--- config.mk ---
export PLATFORM = sky130hd
export DESIGN_NAME = bwd_fwd_decoder
export DESIGN_NICKNAME = d
export VERILOG_FILES = /design/src/rtl/bwd_pkg.sv /design/src/rtl/bwd_range_cmp.sv /design/src/rtl/bwd_legacy_dec.sv /design/src/rtl/bwd_fwd_decoder.sv
export SDC_FILE = /design/constraint.sdc
export NUM_CORES = 1
export LEC_CHECK = 0
export ABC_AREA = 1
export BUFFER_PORTS_ARGS = -buffer_cell sky130_fd_sc_hd__buf_4
export CAP_MARGIN = 20
export CORE_AREA = 2 2 152 154
export CTS_BUF_LIST = sky130_fd_sc_hd__clkbuf_2 sky130_fd_sc_hd__clkbuf_4 sky130_fd_sc_hd__clkbuf_8
export DETAILED_ROUTE_END_ITERATION = 16
export DIE_AREA = 0 0 154 156
export HOLD_SLACK_MARGIN = 0.05
export SETUP_SLACK_MARGIN = 0.4
export SYNTH_ARGS = -nofsm -noshare
export SYNTH_HDL_FRONTEND = slang
export SYNTH_SLANG_ARGS = --single-unit
--- constraint.sdc ---
create_clock -name clk -period 7.7 [get_ports clk]
set_input_delay 1.54 -clock clk [delete_from_list [all_inputs] [get_ports clk]]
set_output_delay 1.54 -clock clk [all_outputs]
set_load 0.05 [all_outputs]
--- src/rtl/bwd_pkg.sv ---
package bwd_pkg;
  localparam logic [3:0] WIDE_CODE = 4'h1;

  typedef struct packed {
    logic down;
    logic up;
    logic pref;
  } bwd_fwd_t;
endpackage

--- src/rtl/bwd_range_cmp.sv ---
module bwd_range_cmp #(
  parameter int W = 32
) (
  input  logic [W-1:0] addr,
  input  logic [W-1:0] lo,
  input  logic [W-1:0] hi,
  output logic         hit
);
  // an inverted pair (lo above hi) can never match
  always_comb hit = (lo <= hi) && (addr >= lo) && (addr <= hi);
endmodule

--- src/rtl/bwd_legacy_dec.sv ---
module bwd_legacy_dec #(
  parameter int ADDR_W = 64
) (
  input  logic [ADDR_W-17:0] addr_hi,
  input  logic [9:0]         addr_lo10,
  output logic               isa_alias,
  output logic               vga_io,
  output logic               vga_mem
);
  localparam int HW = ADDR_W - 16;

  always_comb begin
    isa_alias = (addr_hi == '0) && (addr_lo10[9:8] != 2'b00);
    vga_io    = ((addr_lo10 >= 10'h3B0) && (addr_lo10 <= 10'h3BB)) ||
                ((addr_lo10 >= 10'h3C0) && (addr_lo10 <= 10'h3DF));
    vga_mem   = (addr_hi == HW'(10)) || (addr_hi == HW'(11));
  end
endmodule

--- src/rtl/bwd_fwd_decoder.sv ---
module bwd_fwd_decoder #(
  parameter int ADDR_W = 64,
  parameter int IO_SH  = 12,
  parameter int MEM_SH = 20
) (
  input  logic                clk,
  input  logic                rst,
  input  logic                req_valid,
  input  logic [ADDR_W-1:0]   req_addr,
  input  logic                req_is_io,
  input  logic                req_upstream,
  input  logic [7:0]          cfg_io_base,
  input  logic [3:0]          cfg_io_limit,
  input  logic [15:0]         cfg_io_base_up,
  input  logic [15:0]         cfg_io_limit_up,
  input  logic [11:0]         cfg_mem_base,
  input  logic [11:0]         cfg_mem_limit,
  input  logic [15:0]         cfg_pf_base,
  input  logic [11:0]         cfg_pf_limit,
  input  logic [ADDR_W-33:0]  cfg_pf_base_up,
  input  logic [ADDR_W-33:0]  cfg_pf_limit_up,
  input  logic                cfg_io_en,
  input  logic                cfg_mem_en,
  input  logic                cfg_master_en,
  input  logic                cfg_isa_en,
  input  logic                cfg_vga_en,
  output logic                fwd_down,
  output logic                fwd_up,
  output logic                fwd_pref
);
  import bwd_pkg::*;

  localparam int LOW_W = 32;
  localparam int UP_W  = ADDR_W - LOW_W;

  logic              io32, pf64, hi_zero;
  logic [LOW_W-1:0]  io_lo, io_hi;
  logic [LOW_W-1:0]  mem_lo, mem_hi;
  logic [ADDR_W-1:0] pf_lo, pf_hi;
  logic              io_win, mem_win, pf_win;
  logic              isa_alias, vga_io, vga_mem;
  logic              io_claim, mem_claim, down_hit, kind_en;
  bwd_fwd_t          nxt, cur;

  always_comb begin
    io32    = (cfg_io_base[3:0] == WIDE_CODE);
    pf64    = (cfg_pf_base[3:0] == WIDE_CODE);
    hi_zero = (req_addr[ADDR_W-1:LOW_W] == '0);
    io_lo   = {(io32 ? cfg_io_base_up  : 16'h0), cfg_io_base[7:4], {IO_SH{1'b0}}};
    io_hi   = {(io32 ? cfg_io_limit_up : 16'h0), cfg_io_limit,     {IO_SH{1'b1}}};
    mem_lo  = {cfg_mem_base,  {MEM_SH{1'b0}}};
    mem_hi  = {cfg_mem_limit, {MEM_SH{1'b1}}};
    pf_lo   = {(pf64 ? cfg_pf_base_up  : {UP_W{1'b0}}), cfg_pf_base[15:4], {MEM_SH{1'b0}}};
    pf_hi   = {(pf64 ? cfg_pf_limit_up : {UP_W{1'b0}}), cfg_pf_limit,      {MEM_SH{1'b1}}};
  end

  bwd_range_cmp #(.W(LOW_W)) io_cmp_i (
    .addr(req_addr[LOW_W-1:0]), .lo(io_lo), .hi(io_hi), .hit(io_win)
  );

  bwd_range_cmp #(.W(LOW_W)) mem_cmp_i (
    .addr(req_addr[LOW_W-1:0]), .lo(mem_lo), .hi(mem_hi), .hit(mem_win)
  );

  bwd_range_cmp #(.W(ADDR_W)) pf_cmp_i (
    .addr(req_addr), .lo(pf_lo), .hi(pf_hi), .hit(pf_win)
  );

  bwd_legacy_dec #(.ADDR_W(ADDR_W)) legacy_i (
    .addr_hi   (req_addr[ADDR_W-1:16]),
    .addr_lo10 (req_addr[9:0]),
    .isa_alias (isa_alias),
    .vga_io    (vga_io),
    .vga_mem   (vga_mem)
  );

  always_comb begin
    io_claim  = (io_win && hi_zero && !(cfg_isa_en && isa_alias)) ||
                (cfg_vga_en && vga_io);
    mem_claim = (mem_win && hi_zero) || pf_win || (cfg_vga_en && vga_mem);
    down_hit  = req_is_io ? io_claim : mem_claim;
    kind_en   = req_is_io ? cfg_io_en : cfg_mem_en;
    nxt.down  = req_valid && !req_upstream && down_hit && kind_en;
    nxt.up    = req_valid && req_upstream && !down_hit && cfg_master_en;
    nxt.pref  = nxt.down && !req_is_io && pf_win;
  end

  always_ff @(posedge clk) begin
    if (rst) cur <= '0;
    else     cur <= nxt;
  end

  assign fwd_down = cur.down;
  assign fwd_up   = cur.up;
  assign fwd_pref = cur.pref;
endmodule

### Word level (Yosys, flattened, before mapping)

Index checks and enable logic that the tools add are counted.

| word-level totals | value |
|---|---|
| logic and storage cells | 61 |
| bits of input ports | 234 |
| output and inout bits | 3 |
| register bits after elaboration | 3 |

| operators by class | value |
|---|---|
| reduce and logical (&&, ||, !) cells | 35 |
| eq/ne operators | 4 |
| order comparisons | 13 |
| multiplexer cells | 6 |

Operator list:

| operator | number |
|---|---|
| 32-bit less-or-equal comparator | 4 |
| 64-bit less-or-equal comparator | 2 |
| 48-bit by 4-bit equality test with 1-bit output (second input constant) | 2 |
| 32-bit greater-or-equal comparator | 2 |
| 64-bit greater-or-equal comparator | 1 |
| 32-bit two-way mux | 2 |
| 48-bit logical NOT | 1 |
| 32-bit logical NOT | 1 |
| 16-bit two-way mux | 2 |
| 1-bit logical AND | 23 |
| 10-bit greater-or-equal comparator (second input constant) | 2 |
| 10-bit less-or-equal comparator (second input constant) | 2 |
| 4-bit by 1-bit equality test with 1-bit output (second input constant) | 2 |
| 1-bit logical OR | 5 |
| 1-bit logical NOT | 4 |
| 1-bit two-way mux | 2 |
| 2-bit nonzero test | 1 |

### Logic depth before layout (Yosys ltp)

| depth | value |
|---|---|
| depth in word-level cells | 13 |
| depth in mapped cells | 20 |
| gate-level depth less buffers | 20 |

### Hierarchy

Synthesis repeated with hierarchy kept, for this count alone.

| second synthesis, totals | value |
|---|---|
| cell total of the unflattened synthesis | 1845 |
| area total of the unflattened synthesis | 11090.6 µm² |

Modules (own cells, without submodules):

| module | sequential area each (µm²) | cells each | times used | area an instance (µm²) |
|---|---|---|---|---|
| bwd_range_cmp at io_cmp_i ... | 0.0 | 383 | 2 | 2448.6 |
| bwd_range_cmp at pf_cmp_i | 0.0 | 743 | 1 | 4803.4 |
| bwd_fwd_decoder | 60.1 | 262 | 1 | 1083.5 |
| bwd_legacy_dec | 0.0 | 74 | 1 | 306.5 |

### Least setup slack after synthesis

OpenSTA, ideal clock, no wires.

| timing | value |
|---|---|
| path type | input-to-reg |
| from | input cfg_pf_base[1] |
| to | register cur, in the netlist fwd_down |
| library setup time | 0.111 ns |
| slack | 4.027 ns |
| data arrival time | 3.563 ns |
| buffers on the path | 1 |
| stages on the path | 16 |
| required time | 7.589 ns |
| path through | nor4_4 > clkbuf_1 > nand2_1 > ha_1 > nand2_1 > nor2_2 > and2_4 > nand3_2 > nor2_2 > nand2_1 > nand3_1 > nand2_1 > nand3_2 > nand2_2 > nand3_2 > inv_1 |

| between the ends | value |
|---|---|
| cells in the longest elaborated chain, start to end | 10 |
| elaborated cells on any way between the ends | 13 |
| those cells by class | order compare (3); eq/ne (1); mux (3); reduce/logical (6) |

Ends and longest elaborated chain:

| element | line | RTL |
|---|---|---|
| from (decl) | bwd_fwd_decoder.sv:18 | `input logic [15:0] cfg_pf_base,` |
| 4-bit by 1-bit equality test with 1-bit output * | bwd_fwd_decoder.sv:47 | `pf64 = (cfg_pf_base[3:0] == WIDE_CODE);` |
| 32-bit two-way mux, on equally long branches | bwd_fwd_decoder.sv:53, bwd_fwd_decoder.sv:54 |  |
| 64-bit less-or-equal comparator / 64-bit greater-or-equal comparator (equally long branches) | bwd_range_cmp.sv:10 | `always_comb hit = (lo <= hi) && (addr >= lo) && (addr <= hi);` |
| 1-bit logical AND | bwd_range_cmp.sv:10 |  |
| 1-bit logical AND * | bwd_range_cmp.sv:10 |  |
| 1-bit logical OR * (2 in series) | bwd_fwd_decoder.sv:80 | `mem_claim = (mem_win && hi_zero) \|\| pf_win \|\| (cfg_vga_en && vga_mem);` |
| 1-bit two-way mux * | bwd_fwd_decoder.sv:81 | `down_hit = req_is_io ? io_claim : mem_claim;` |
| 1-bit logical AND * (2 in series) | bwd_fwd_decoder.sv:83 | `nxt.down = req_valid && !req_upstream && down_hit && kind_en;` |
| to (signal assigned) | bwd_fwd_decoder.sv:90 | `else cur <= nxt;` |
| to (decl) | bwd_fwd_decoder.sv:43 | `bwd_fwd_t nxt, cur;` |

Every way passes the cells marked *; elsewhere a longest branch is shown, timed or not.
A chain may end at the register's enable or synchronous reset.

### Worst setup path after layout

| timing | value |
|---|---|
| from | input cfg_pf_base[1] |
| to | register cur, in the netlist fwd_pref |

| between the ends | value |
|---|---|
| cells in the longest elaborated chain, start to end | 12 |
| elaborated cells on any way between the ends | 15 |
| those cells by class | order compare (3); eq/ne (1); mux (3); reduce/logical (8) |

Ends and longest elaborated chain:

| element | line | RTL |
|---|---|---|
| 4-bit by 1-bit equality test with 1-bit output * | bwd_fwd_decoder.sv:47 |  |
| 32-bit two-way mux, on equally long branches | bwd_fwd_decoder.sv:53, bwd_fwd_decoder.sv:54 |  |
| 64-bit less-or-equal comparator / 64-bit greater-or-equal comparator (equally long branches) | bwd_range_cmp.sv:10 |  |
| 1-bit logical AND | bwd_range_cmp.sv:10 |  |
| 1-bit logical AND * | bwd_range_cmp.sv:10 |  |
| 1-bit logical OR (2 in series) | bwd_fwd_decoder.sv:80 |  |
| 1-bit two-way mux | bwd_fwd_decoder.sv:81 |  |
| 1-bit logical AND (2 in series) | bwd_fwd_decoder.sv:83 |  |
| 1-bit logical AND | bwd_fwd_decoder.sv:85 | `nxt.pref = nxt.down && !req_is_io && pf_win;` |
| 1-bit logical AND * | bwd_fwd_decoder.sv:85 |  |

Marked as above.

==> metrics.md <==
| Metric | Value |
|---|---|
| CP startpoint kind | primary input |
| Largest cells by area after synthesis | ha_1 (43%), nand2_1 (20%), inv_1 (10%) |
| Sequential area share after synthesis | 0.913% |
| Max Buffers Root-to-Sink | 2 |
| Final setup fails | 0 |
| Cell variety after synth | 29 |
| Multi-input logic area | ~5800 sq um |
| Number of global-route vias before repair | between 7000 and 8000 |
| DIE AREA | 24000 sq um |
| Synth Register Bits | 3 |
| Die Width | 154 um |
| Clk pin slew, worst setup/hold paths | about 0.030 ns |
| Final min period | between 3 and 4 ns |
| Post-synth EDFFs | 0 |
| CP max-delay cell | buf_4 |
| Die Span Y | 156 um |
| Fmax | approximately 250 MHz |
| TNS Setup | 0 ns |
| Synth Instances | between 1000 and 1500 |
| # hold bufs at CTS | 0 |
| Setup slack at placement | around 3.5 ns |
| Detail Route Antenna Nets | 0 |
| Yosys warnings | 0 |
| Starting density of the core | 29.4% |
| Pre-Repair DR Iteration Count | 4 |
| Syn avg cell area | between 5 and 6 sq um |
| Most common flop cell mapped by yosys | dfxtp_1 |
| Max Cap Viol | 0 |
| Final instance area | 8740 sq um |
| Net Count, Synth | 1560 |
| Final Max Tran Viols | 0 |
| Yosys top cell by area | ha_1 |
| WL final | ~22000 um |
| Status | finished clean |
| Initial antenna violation count | 1 |
| Routability cong. | roughly 0.9 |
| # rows | 55 |
| Sequential cell area | 60.1 sq um |
| Post-synth top area share | 42.8% |
| CTS Buf Count | 3 |
| Final worst setup slack | 3.77 ns |
| H-tree Lvls | 1 |
| DR vias | between 7000 and 8000 |
| Worst hold-check path type | primary input to register |
| Critical setup path kind | primary input to register |
| Drt drc | 0 |
| CP max FO | 64 |
| WP data required | between 7 and 8 ns |
| Vias per std cell | 4.68 |
| Async SR Flop Fraction | 0% |
| Core footprint | 22400 sq um |
| Final-report hold violation count | 0 |
| Pin count of the biggest net entering global routing | 65 |
| Cell Area, Placed | 8690 sq um |
| Pwr/cell area | ~48 nW/um^2 |
| CTS tree | yes |
| Commonest cells post-synth | nand2_1 (350), ha_1 (225), inv_1 (178) |
| Post-CTS Resized | 0 |
| Clock sink total | 3 |
| Area grow syn2layout | 32.8% |
| IO Count | between 200 and 250 |
| Fillcell total | 2468 |
| First-pass GRT wire length | approximately 35000 um |
| Worst Setup End Kind | register |
| Layout cells sized above 1 | a little under a fifth |
| RSZ-0062 raised after global routing | no |
| Nets@finish | 1794 |
| Final cycle utilization of the critical path | 51.1% |
| Gr usage total | 17.7% |
| Arr. time, crit path | 4.09 ns |
| Wire per inst | 13.3 um |
| Global route total overflow | 0 |
| IR drop worst, VDD | 27.3 uV |
| Diode count | 0 |
| Max-Slew Margin vs Limit | 59.2% |
| Slew @ Worst Pin | between 0.6 and 0.7 ns |
| DPL Wire Length | 19700 um |
| Initial drt markers | 249 |
| I/O Buffers | 236 |
| Leakage | 5.18 nW |
| Synthesized area | 6580 sq um |
| Root buffer cell | clkbuf_8 |
| Most common cell in the netlist | nand2_1 |
| CP Cell Sequence | buf_4 > nor4_4 > buf_4 > nand2_1 > ha_1 > nand4_1 > nor2_1 > nand2_1 > nor2_1 > nand2_1 > nand4_1 > nand3_2 > nand2_2 > nand3_2 > nor2_2 |
| Post-CTS Setup Bufs | 0 |
| Crit path top cell by count | nand2_1 |
| Largest stage delay, worst path | 0.54 ns |
==> state kept, by name (all words and copies together), names as in the netlist <==
name and count:
fwd_pref 1, fwd_down 1, fwd_up 1
==> routing by layer <==
metal | part of all wire [%] | wire (um) | global-route usage [%]
met1 | 47 | 10000 | 22.9
met2 | 47 | 10000 | 31.9
met3 | 5.4 | 1170 | 1.89
met4 | 1.4 | 299 | 3.20
met5 | 0.060 | 13 | 0
==> report_power, final <==
part | total [W] | switching, W | internal [W]
logic | 0.000358 | 0.000183 | 0.000174
registers | 0.0000159 | 0.0000000494 | 0.0000159
clock network | 0.0000493 | 0.0000105 | 0.0000388
total | 0.000423 | 0.000194 | 0.000229
==> kinds of logic after synthesis <==
group,share of synthesized area (%)
simple gates,35.0
fa+ha+maj,42.8
buf+inv,10.8
compound gates,10.6
flops,0.913
==> metrics by stage <==
stage          utilization [%]  hold WS, ns  total power [W]  instances
2_1_floorplan                -         1.68         0.000204       1101
3_3_place_gp              38.9         1.86         0.000369       1615
3_5_place_dp              38.9         1.86         0.000375       1615
4_1_cts                   39.1         1.63         0.000428       1619
5_1_grt                   39.1         1.63         0.000481       1619
6_report                  39.1         1.61         0.000423       1619
==> critical path, delay by kind of cell <==
kind,cells,cell delay [ns]
adder cells (fa/ha/maj),1,0.34
buffers and inverters,2,0.66
AND/OR/NAND/NOR,12,1.51
==> layout by cell type, fill, tap and decap left out, types with 2 or more instances in the layout <==
master | Yosys | routed
a21o_1 | 7 | 7
a21oi_1 | 93 | 93
and2_1 | 2 | 2
buf_4 | 0 | 238
clkbuf_8 | 0 | 3
dfxtp_1 | 3 | 3
ha_1 | 225 | 225
inv_1 | 178 | 178
nand2_1 | 350 | 350
nand3_1 | 34 | 34
nand3_2 | 3 | 3
nand4_1 | 27 | 27
nor2_1 | 118 | 118
nor2_2 | 3 | 3
nor3_1 | 5 | 5
nor3b_1 | 2 | 2
nor4_1 | 3 | 3
nor4_4 | 1 | 2
o21a_1 | 6 | 6
o21ai_0 | 22 | 22
o21bai_1 | 2 | 2
==> path summary, 6_finish.rpt <==
kind                            from  cells past startpoint        to
worst min-delay path             rst                      4    fwd_up
worst max-delay path  cfg_pf_base[1]                     15  fwd_pref
==> layout make-up <==
cell class                      instances  area share, %
Clock buffer                            4          0.558
Multi-Input combinational cell        911           66.6
Sequential cell                         3          0.687
Inverter                              178           7.64
Tap cell                              285           4.08
Timing Repair Buffer                  238           20.4
(Power assumes the default switching activity.)
